--- src/rtl/csa_pkg.sv ---
package csa_pkg;

    localparam int unsigned CSA_DEF_WIDTH = 8;

    // Index of the carry hypothesis a precomputed result belongs to.
    typedef enum logic {
        HYP_C0 = 1'b0,
        HYP_C1 = 1'b1
    } csa_hyp_e;

    // True when w is a power of two no smaller than 2.
    function automatic bit csa_width_ok(input int unsigned w);
        return (w >= 2) && ((w & (w - 1)) == 0);
    endfunction

    // Number of merge levels for a power-of-two width.
    function automatic int unsigned csa_levels(input int unsigned w);
        int unsigned n;
        n = 0;
        while ((1 << n) < w) n++;
        return n;
    endfunction

endpackage

--- src/rtl/csa_leaf.sv ---
module csa_leaf #(
    parameter int unsigned WIDTH = csa_pkg::CSA_DEF_WIDTH
) (
    input  logic [WIDTH-1:0] a,
    input  logic [WIDTH-1:0] b,
    output logic [WIDTH-1:0] s0,
    output logic [WIDTH-1:0] s1,
    output logic [WIDTH-1:0] c0,
    output logic [WIDTH-1:0] c1
);
    // One-bit groups, both carry assumptions per position.
    for (genvar i = 0; i < WIDTH; i++) begin : g_bit
        logic half;
        assign half  = a[i] ^ b[i];
        assign s0[i] = half;
        assign s1[i] = ~half;
        assign c0[i] = a[i] & b[i];
        assign c1[i] = a[i] | b[i];
    end
endmodule

--- src/rtl/csa_merge.sv ---
module csa_merge #(
    parameter int unsigned HALF = 1
) (
    input  logic [HALF-1:0]   lo_s0,
    input  logic [HALF-1:0]   lo_s1,
    input  logic              lo_c0,
    input  logic              lo_c1,
    input  logic [HALF-1:0]   hi_s0,
    input  logic [HALF-1:0]   hi_s1,
    input  logic              hi_c0,
    input  logic              hi_c1,
    output logic [2*HALF-1:0] s0,
    output logic [2*HALF-1:0] s1,
    output logic              c0,
    output logic              c1
);
    // Lower half passes through; its conditional carry picks the upper version.
    always_comb begin
        s0 = {(lo_c0 ? hi_s1 : hi_s0), lo_s0};
        c0 =  lo_c0 ? hi_c1 : hi_c0;
        s1 = {(lo_c1 ? hi_s1 : hi_s0), lo_s1};
        c1 =  lo_c1 ? hi_c1 : hi_c0;
    end
endmodule

--- src/rtl/csa_pick.sv ---
module csa_pick #(
    parameter int unsigned WIDTH = csa_pkg::CSA_DEF_WIDTH
) (
    input  logic [WIDTH-1:0] s0,
    input  logic [WIDTH-1:0] s1,
    input  logic             c0,
    input  logic             c1,
    input  logic             cin,
    output logic [WIDTH-1:0] sum,
    output logic             cout
);
    import csa_pkg::*;

    csa_hyp_e sel;

    always_comb begin
        sel  = csa_hyp_e'(cin);
        sum  = (sel == HYP_C1) ? s1 : s0;
        cout = (sel == HYP_C1) ? c1 : c0;
    end
endmodule

--- src/rtl/cond_sum_adder.sv ---
module cond_sum_adder #(
    parameter int unsigned WIDTH = csa_pkg::CSA_DEF_WIDTH
) (
    input  logic [WIDTH-1:0] a,
    input  logic [WIDTH-1:0] b,
    input  logic             cin,
    output logic [WIDTH-1:0] sum,
    output logic             cout
);
    localparam int unsigned LEVELS = csa_pkg::csa_levels(WIDTH);

    initial begin
        if (!csa_pkg::csa_width_ok(WIDTH))
            $error("cond_sum_adder: WIDTH must be a power of two >= 2");
    end

    for (genvar l = 0; l <= LEVELS; l++) begin : g_lvl
        localparam int unsigned NG = WIDTH >> l;   // groups at this level
        localparam int unsigned GS = 1 << l;       // bits per group
        logic [WIDTH-1:0] s0, s1;
        logic [NG-1:0]    c0, c1;

        if (l == 0) begin : g_leaf
            csa_leaf #(.WIDTH(WIDTH)) u_leaf (
                .a  (a),
                .b  (b),
                .s0 (s0),
                .s1 (s1),
                .c0 (c0),
                .c1 (c1)
            );
        end else begin : g_join
            localparam int unsigned HS = GS / 2;
            for (genvar g = 0; g < NG; g++) begin : g_grp
                csa_merge #(.HALF(HS)) u_merge (
                    .lo_s0 (g_lvl[l-1].s0[g*GS +: HS]),
                    .lo_s1 (g_lvl[l-1].s1[g*GS +: HS]),
                    .lo_c0 (g_lvl[l-1].c0[2*g]),
                    .lo_c1 (g_lvl[l-1].c1[2*g]),
                    .hi_s0 (g_lvl[l-1].s0[g*GS+HS +: HS]),
                    .hi_s1 (g_lvl[l-1].s1[g*GS+HS +: HS]),
                    .hi_c0 (g_lvl[l-1].c0[2*g+1]),
                    .hi_c1 (g_lvl[l-1].c1[2*g+1]),
                    .s0    (s0[g*GS +: GS]),
                    .s1    (s1[g*GS +: GS]),
                    .c0    (c0[g]),
                    .c1    (c1[g])
                );
            end
        end
    end

    // Two complete results, one per carry hypothesis.
    logic [WIDTH-1:0] fin_s0, fin_s1;
    logic             fin_c0, fin_c1;

    assign fin_s0 = g_lvl[LEVELS].s0;
    assign fin_s1 = g_lvl[LEVELS].s1;
    assign fin_c0 = g_lvl[LEVELS].c0[0];
    assign fin_c1 = g_lvl[LEVELS].c1[0];

    csa_pick #(.WIDTH(WIDTH)) u_pick (
        .s0   (fin_s0),
        .s1   (fin_s1),
        .c0   (fin_c0),
        .c1   (fin_c1),
        .cin  (cin),
        .sum  (sum),
        .cout (cout)
    );
endmodule

--- config.mk ---
export PLATFORM = sky130hd
export DESIGN_NAME = cond_sum_adder
export DESIGN_NICKNAME = d
export VERILOG_FILES = /design/src/rtl/csa_pkg.sv /design/src/rtl/csa_leaf.sv /design/src/rtl/csa_merge.sv /design/src/rtl/csa_pick.sv /design/src/rtl/cond_sum_adder.sv
export SDC_FILE = /design/constraint.sdc
export NUM_CORES = 1
export LEC_CHECK = 0
export BUFFER_PORTS_ARGS = -buffer_cell sky130_fd_sc_hd__clkbuf_2
export CAP_MARGIN = 20
export CELL_PAD_IN_SITES_DETAIL_PLACEMENT = 1
export CELL_PAD_IN_SITES_GLOBAL_PLACEMENT = 1
export CORE_UTILIZATION = 37
export DETAILED_ROUTE_END_ITERATION = 10
export GPL_TIMING_DRIVEN = 0
export PLACE_DENSITY_LB_ADDON = 0.05
export RECOVER_POWER = 50
export SYNTH_ARGS = -nofsm -noshare
export SYNTH_HDL_FRONTEND = slang
export SYNTH_SLANG_ARGS = --single-unit
export TNS_END_PERCENT = 100
--- constraint.sdc ---
create_clock -name vclk -period 1.7
set_input_delay 0.17 -clock vclk [all_inputs]
set_output_delay 0.17 -clock vclk [all_outputs]
set_load 0.01 [all_outputs]
# Word-level counts from Yosys, hierarchy flattened
# Cells that the tools add are included.
[totals]
register_bits = 0
input_bits = 17
out_inout_bits = 9
elab_cells = 62
[classes]
mux = 30
n_bitwise = 32
[op_table]
columns = ["operator", "n"]
rows = [
  ["$mux W1", 23],
  ["$and A1 B1 Y1", 8],
  ["$mux W2", 4],
  ["$mux W4", 2],
  ["$mux W8", 1],
  ["$not A1 Y1", 8],
  ["$or A1 B1 Y1", 8],
  ["$xor A1 B1 Y1", 8],
]

# Longest topological paths before layout
# Gate-level depths: netlist (run 1).
[depth]
word_depth = 6
depth_mapped = 7
depth_no_buf = 7

# Modules after synthesis
# From an unflattened synthesis (run 1), not the netlist that was laid out.
[hier_totals]
hier_cells = 128
area_unflattened_um2 = 1134.8
[modules_own_cells]
columns = ["mod", "n_inst", "cells_each", "area_each_um2", "seq_area_each_um2"]
rows = [
  ["csa_leaf", 1, 56, 380.4, 0.0],
  ["csa_merge at g_lvl[1].g_join.g_grp[0].u_merge ...", 4, 6, 60.1, 0.0],
  ["csa_merge at g_lvl[2].g_join.g_grp[0].u_merge ...", 2, 10, 97.6, 0.0],
  ["csa_merge at g_lvl[3].g_join.g_grp[0].u_merge", 1, 18, 172.7, 0.0],
  ["csa_pick", 1, 10, 146.4, 0.0],
]

# Worst setup path after synthesis (run 1)
# No wires, ideal clock.
[synth_timing]
kind = "input-to-output"
startpoint = "in a[1]"
endpoint = "out cout"
arrival_ns = 1.440
required_time_ns = 1.530
path_slack_ns = 0.090
stages = 7
n_path_buf = 0
path_cell_list = "inv_1 > ha_1 > or3b_1 > a2bb2oi_1 > or2_4 > nor2_4 > o211ai_1"
[synth_via]
elab_chain_cells = 5
word_cells_on_any_way = 9
classes_between = "mux (7); bitwise (2)"
[synth_rtl]
columns = ["item", "line_no", "rtl"]
rows = [
  ["from (decl)", "cond_sum_adder.sv:4", "input logic [WIDTH-1:0] a,"],
  ["$and A1 B1 Y1 or $or A1 B1 Y1 (tied branches)", "csa_leaf.sv:17, csa_leaf.sv:18", ""],
  ["$mux W1, on equally long branches (3 in a row)", "csa_merge.sv:20, csa_merge.sv:22", ""],
  ["$mux W1 (*)", "csa_pick.sv:19", "cout = (sel == HYP_C1) ? c1 : c0;"],
  ["to (decl)", "cond_sum_adder.sv:8", "output logic cout"],
]
# Mark *: on every way between the ends. The rest lies on a longest branch, timed or not.

# Worst setup path in the final report (run 1)
[layout_timing]
startpoint = "in a[3]"
endpoint = "out cout"
# The elaborated chain is that of the path after synthesis.

==> metrics.txt, run 1 <==
status=finished with violations; failing checks=negative setup slack; initial core utilization=40.6%; Buf+Inv Stages, Crit Path=4; First DRT Iteration DRCs=17; remaining global-route overflow=0; Worst Path Max Fanout=5; Largest delay share family, worst path=buffers and inverters; CP Cell Sequence=buf_6, ha_4, buf_4, buf_4, nor3b_1, o22a_1, or2_4, nor2_4, o211ai_1, buf_2; Vias/cell=5.53; DPL Wire Length=1.51 mm; Fmax achieved=535 MHz; hold path start=cin; slack of the critical path=-0.168 ns; Setup crit start kind=primary input; Hold Path Class=in -> out; gr usage total=19.2%; initial antenna violation count=0; Worst path slowest cell=nor3b_1; post-synthesis cell type count=32; number of diodes=0; # IOs=26; Placer Congestion=0.711; Seq/Total Area, Yosys=0%; pwr/cell area=343 mW/mm²; Hold Path Sink=sum[0]; Min-Delay Path Depth=3; largest net degree at the start of global routing=6; VDD IR max=185 µV; Vias=884; remaining antenna violation count=0; # setup viols final=6; first-pass GRT wire length=3.10 mm; syn nets=132; Synth top area share=28.0%; Die Ht=46.0 µm; register area=0 µm²; crit end category=primary output; Synth area leaders=ha_1, inv_1, o211ai_1; Arr. time, crit path=1.70 ns; Synth Cell Area=716 µm²; RSZ-0062 raised after global routing=true; synthesis-to-finish area growth=57.7%; biggest cell delay along the critical path=0.25 ns; TritonRoute pass-1 iters=4; layout cells sized above 1=43.7%; Rel. slew slack=78.1%; Residual DRC=0; Critical Path RT=1.53 ns; most used cell, CP=buf_4; Final Max Tran Viols=0; Leak=0.548 nW; vias in the first global route=729; WL/cell=17.3 µm; # nets final=170; Worst-Margin Slew=0.327 ns; Worst Setup Path Type=in -> out; largest area contributor in the netlist=ha_1; syn_area_per_cell=7.23 µm²; hold slack=0.702 ns; Cells after Synth=99; fin crit share=110%; Port-buffer cells=26; routed wire length=2.77 mm; sequential cells=0; Hold Vio Cnt, Final=0; Die Width=46.0 µm; yosys warns=0; clk_buf instances=0; min Tclk post-route=1.87 ns; core area=0.00176 mm²; die area=0.00211 mm²; most instantiated library cell after synthesis=inv_1; num rows=15; Place WS=-0.195 ns; Synth top cells by count=inv_1, ha_1, o211ai_1; Max Cap Viol=0
worst max path at each step:
stage / start / endpoint / slack (ns) / depth (start not counted)
5_1_grt: a[3] / sum[6] / -0.24 / 9
2_1_floorplan: a[1] / cout / 0.09 / 7
4_1_cts: b[2] / sum[6] / -0.11 / 8
6_report: a[3] / cout / -0.17 / 10
3_3_place_gp: a[1] / sum[6] / -0.15 / 9
3_5_place_dp: a[1] / sum[6] / -0.20 / 9
layout by cell type (no fill, tap or decap), drive strengths merged:
cell	n
and3	2
xnor2	2
inv	18
or3b	1
nor2b	4
xor2	3
or3	1
a2bb2oi	1
o21ai	5
o21a	2
o211ai	7
a21oi	2
clkbuf	15
ha	16
o22a	1
mux2i	2
o22ai	1
a211oi	2
nand2	5
nand2b	2
or2	3
nor3	4
nand3b	3
nand3	1
nor3b	2
and2	2
nor2	7
buf	21
where the power goes:
group          switching [mW]  internal, mW
registers                   0             0
clock network               0             0
logic                   0.200         0.187
layer usage:
layer | wire length [µm] | vias to the layer above | share of wire, % | global-route usage [%]
met5 | 0 | - | 0 | 0
met4 | 109 | 0 | 3.9 | 0
met3 | 105 | 14 | 3.8 | 0.397
met2 | 1500 | 37 | 54 | 35.2
met1 | 1050 | 417 | 38 | 26.0
li1 | - | 416 | - | -
logic make-up after synthesis:
kind of cell    synth area share, %
fa+ha+maj                      28.0
compound gates                 20.5
buf+inv                        9.44
xor+xnor                       6.12
simple gates                   32.7
mux                            3.32
through the flow:
stage          power (mW)  setup TNS (ns)  cells  cell area [µm²]  utilization (%)
6_report            0.387          -0.777    160             1130             64.0
3_5_place_dp        0.297          -0.852    150              877             49.7
3_3_place_gp        0.285          -0.580    150              877             49.7
5_1_grt             0.419           -1.15    160             1130             64.0
4_1_cts             0.330          -0.458    155             1000             56.8
2_1_floorplan       0.196               0     99              716                -
timing repair:
action	in CTS	in global routing
hold endpoints to repair	0	0
pin swaps	14	16
buffers inserted	5	5
hold buffers	0	0
setup endpoints to repair	6	7
resized for setup	17	33
area by class of cell:
type,count,area (µm²)
inverter,18,72.6
tap,25,31.3
multi-input combinational,81,764
timing repair buffer,36,260
fill,228,636
Power figures use the tool's default switching activity.
==> run 2: changes to the inputs <==
==> constraint.sdc (replaced) <==
create_clock -name vclk -period 1.7
set_input_delay 0.34 -clock vclk [all_inputs]
set_output_delay 0.34 -clock vclk [all_outputs]
set_load 0.01 [all_outputs]
==> metrics.txt, run 2 (synthesized netlist as in run 1, its figures left out) <==
Filler Cell Count=218 (was 228); first-pass GRT wire length=3.43 mm (was 3.10 mm); initial core utilization=40.6% (unchanged); TritonRoute pass-1 iters=4 (unchanged); hold slack=1.04 ns (was 0.702 ns); WL/cell=18.2 µm (was 17.3 µm); Hold Vio Cnt, Final=0 (unchanged); slack of the critical path=-0.509 ns (was -0.168 ns); design area=0.00116 mm² (was 0.00113 mm²); Worst-Margin Slew=0.386 ns (was 0.327 ns); Worst Path Max Fanout=5 (unchanged); Hold Path Class=in -> out (unchanged); Die Width=46.0 µm (unchanged); Leak=0.557 nW (was 0.548 nW); register area=0 µm² (unchanged); remaining antenna violation count=0 (unchanged); Residual DRC=0 (unchanged); min Tclk post-route=2.21 ns (was 1.87 ns); failing checks=negative setup slack (unchanged); Fmax achieved=453 MHz (was 535 MHz); VDD IR max=234 µV (was 185 µV); routed wire length=2.88 mm (was 2.77 mm); WL met3=54 µm (was 105 µm); # nets final=168 (was 170); Port-buffer cells=26 (unchanged); Post-Route M1 WL=1.17 mm (was 1.05 mm); DPL Wire Length=1.45 mm (was 1.51 mm); initial antenna violation count=0 (unchanged); wire length on met2=1.59 mm (was 1.50 mm); die area=0.00211 mm² (unchanged); status=finished with violations (unchanged); core area=0.00176 mm² (unchanged); Max Cap Viol=0 (unchanged); vias in the first global route=808 (was 729); final core utilization=65.9% (was 64.0%); Place WS=-0.506 ns (was -0.195 ns); Placer Congestion=0.718 (was 0.711); Critical Path RT=1.36 ns (was 1.53 ns); hold path start=cin (unchanged); largest net degree at the start of global routing=6 (unchanged); most frequent cells in the layout=inv_1, clkbuf_2, ha_1, buf_2 (was inv_1, clkbuf_2, buf_4); sequential cells=0 (unchanged); Vias/cell=5.37 (was 5.53); Worst Setup Path Type=in -> out (unchanged); # setup viols final=7 (was 6); number of diodes=0 (unchanged); gr usage total=22.0% (was 19.2%); clk_buf instances=0 (unchanged); Die Ht=46.0 µm (unchanged); fin crit share=130% (was 110%); Vias=848 (was 884); First DRT Iteration DRCs=11 (was 17); Highest Signal Layer=met4 (unchanged); Final Max Tran Viols=0 (unchanged); remaining global-route overflow=0 (unchanged); layout cells sized above 1=48.9% (was 43.7%); crit end category=primary output (unchanged); Setup crit start kind=primary input (unchanged); Rel. slew slack=74.1% (was 78.1%); Arr. time, crit path=1.87 ns (was 1.70 ns); pwr/cell area=352 mW/mm² (was 343 mW/mm²); placed inst area=933 µm² (was 877 µm²); multi-input logic area=802 µm² (was 764 µm²); num rows=15 (unchanged); # IOs=26 (unchanged); critical path startpoint=a[3] (unchanged); synthesis-to-finish area growth=62.4% (was 57.7%); RSZ-0062 raised after global routing=true (unchanged)
[run 2: cell types whose count changed in the layout (fill, tap and decap cells not counted), sizes merged]
cell / delta
clkbuf: -3
buf: +1
[run 2: timing repair]
item	4_1_cts	5_1_grt
hold buffers	0	0
endpoints found under the setup margin	7	8
setup buffers	5	5
pin swaps	15	17
gates resized for setup	15	33
[run 2: power breakdown]
group          internal, mW  switching (mW)
Clock                     0               0
Combinational         0.200           0.209
Sequential                0               0
Total                 0.200           0.209
[run 2: layout make-up]
type                       instances  share of cell area (%)
multi-input combinational         81                    69.0
timing repair buffer              34                    22.1
tap                               25                    2.69
inverter                          18                    6.24
[run 2: final timing paths]
| kind | end | slack [ns] | cells after the start |
|---|---|---|---|
| worst max-delay path | sum[5] | -0.51 | 9 |
| worst min-delay path | sum[0] | 1.04 | 3 |
[run 2: stage by stage]
step           std cells  TNS [ns]  power (mW)
4_1_cts              155     -2.47       0.337
3_5_place_dp         150     -2.82       0.304
5_1_grt              158     -3.41       0.439
3_3_place_gp         150     -2.63       0.295
2_1_floorplan         99    -0.876       0.202
6_report             158     -3.04       0.409
[run 2: metal layers]
metal	track usage, %	up-vias
li1	-	409
met1	24.0	408
met2	45.4	25
met3	0.794	6
met4	4.12	0
met5	0	-
[run 2: worst max-delay path: stages]
cell and delay, ns:
clkbuf_2 0.10, ha_2 0.21, or3_1 0.34, a211oi_2 0.27, or2_4 0.21, buf_4 0.12, o22ai_2 0.08, nand2_1 0.08
buf_2 0.13
==> run 3: changes to the inputs <==
==> constraint.sdc (replaced) <==
create_clock -name vclk -period 2.5
set_input_delay 0.5 -clock vclk [all_inputs]
set_output_delay 0.5 -clock vclk [all_outputs]
set_load 0.01 [all_outputs]
==> metrics.txt, run 3 (synthesized netlist as in run 1, its figures left out) <==
Placer Congestion=0.711 (was 0.718); Leak=0.499 nW (was 0.557 nW); sequential cells=0 (unchanged); # setup viols final=0 (was 7); Hold Vio Cnt, Final=0 (unchanged); multi-input logic area=737 µm² (was 802 µm²); crit end category=primary output (unchanged); grt met1 use=23.7% (was 24.0%); Largest delay share family, worst path=simple AND/OR/NAND/NOR gates (unchanged); status=finished, final reports clean (was finished with violations); final core utilization=57.2% (was 65.9%); biggest cell delay along the critical path=0.27 ns (was 0.34 ns); core area=0.00176 mm² (unchanged); Worst path slowest cell=or2_4 (was or3_1); total negative setup slack=0 ns (was -3.04 ns); placed cells=150 (unchanged); hold slack=1.33 ns (was 1.04 ns); Worst-Margin Slew=0.358 ns (was 0.386 ns); Reg power frac=0% (about the same); Setup crit end=sum[4] (was sum[5]); Port-buffer cells=26 (unchanged); CP Depth=9 (unchanged); Residual DRC=0 (unchanged); synthesis-to-finish area growth=40.9% (was 62.4%); pwr/cell area=224 mW/mm² (was 352 mW/mm²); critical path startpoint=a[1] (was a[3]); Buf+Inv Stages, Crit Path=3 (unchanged); Vias=787 (was 848); RSZ-0062 raised after global routing=true (unchanged); number of diodes=0 (unchanged); fin crit share=98.4%; Die Ht=46.0 µm (unchanged); Setup crit start kind=primary input (unchanged); Final Max Tran Viols=0 (unchanged); # IOs=26 (unchanged); first-pass GRT wire length=2.84 mm (was 3.43 mm); met2 GRT Util=32.7% (was 45.4%); Worst Setup Path Type=in -> out (unchanged); final non-filler cell total=152 (was 158); Vias/cell=5.18 (was 5.37); most common cell after layout, fill and taps aside=clkbuf_2; gr usage total=17.6% (was 22.0%); Clk pwr share=0% (about the same); Die Width=46.0 µm (unchanged); cell internal pwr=0.109 mW (was 0.200 mW); Fmax achieved=407 MHz; First DRT Iteration DRCs=6 (was 11); placed inst area=877 µm² (was 933 µm²); routed wire length=1.92 mm (was 2.88 mm); initial antenna violation count=0 (unchanged); sw power=0.117 mW (was 0.209 mW); num rows=15 (unchanged); vias in the first global route=681 (was 808); Rel. slew slack=76.1% (was 74.1%); sw frac=51.9% (was 51.2%); Max Cap Viol=0 (unchanged); # nets final=162 (was 168); Arr. time, crit path=1.96 ns (was 1.87 ns); layout cells sized above 1=39.4% (was 48.9%); most frequent cells in the layout=clkbuf_2, inv_1, ha_1 (was inv_1, clkbuf_2, ha_1, buf_2); Critical Path RT=2.00 ns (was 1.36 ns); remaining antenna violation count=0 (unchanged); die area=0.00211 mm² (unchanged); initial core utilization=40.6% (unchanged); clk_buf instances=0 (unchanged); min Tclk post-route=2.46 ns; remaining global-route overflow=0 (unchanged); Filler Cell Count=238 (was 218); Hold Path Class=in -> out (unchanged); Comb power frac=100.0% (about the same); register area=0 µm² (unchanged); largest net degree at the start of global routing=6 (unchanged); Hold-fix buffers, CTS=0 (unchanged); Worst Path Max Fanout=5 (unchanged); TritonRoute pass-1 iters=4 (unchanged); design area=0.00101 mm² (was 0.00116 mm²); met3 Use GR=0.397% (was 0.794%); grt peak-use layer=met2 (unchanged); CP Cell Sequence=clkbuf_2, inv_1, ha_2, nor3b_1, o22a_1, or2_4, nor2_4, xor2_1, buf_2 (was clkbuf_2, ha_2, or3_1, a211oi_2, or2_4, buf_4, o22ai_2, nand2_1, buf_2); WL/cell=12.6 µm (was 18.2 µm); hold path start=cin (unchanged); DPL Wire Length=1.51 mm (was 1.45 mm); VDD IR max=125 µV (was 234 µV)
==> run 3: power groups by stage <==
stage / clock network (mW) / logic [mW] / registers [mW]
2_1_floorplan: 0 / 0.133 / 0
3_3_place_gp: 0 / 0.194 / 0
3_5_place_dp: 0 / 0.202 / 0
4_1_cts: 0 / 0.207 / 0
5_1_grt: 0 / 0.249 / 0
6_report: 0 / 0.226 / 0
==> run 3: metrics by stage <==
step	power, mW	worst slack, ns
finish	0.226	0.0407
global route	0.249	-0.0332
CTS	0.207	0.00727
detailed placement	0.202	-0.0553
global placement	0.194	-0.00957
floorplan	0.133	0.230
==> run 3: timing repair <==
| item | CTS | global route |
|---|---|---|
| setup endpoints to repair | 4 | 5 |
| pin swaps | 8 | 14 |
| setup buffers | 1 | 1 |
| hold endpoints to repair | 0 | 0 |
| resized for setup | 7 | 28 |
==> run 3: cell type report <==
type	count	area share (%)
Multi-Input combinational cell	81	73.1
Inverter	18	6.70
Timing Repair Buffer	28	17.1
Tap cell	25	3.10
==> run 3: layer usage <==
metal  vias to the layer above  part of all wire, %
met5                         -                    0
met2                        22                   50
li1                        399                    -
met4                         0                    0
met1                       366                   46
met3                         0                  3.2
==> run 3: how the worst min path moves through the flow <==
stage                        end  slack (ns)  cells past startpoint
after floorplan           sum[0]        1.08                      1
after global placement    sum[0]        1.32                      3
after detailed placement  sum[0]        1.33                      3
after CTS                 sum[0]        1.33                      3
after global routing      sum[0]        1.36                      3
final                     sum[0]        1.33                      3
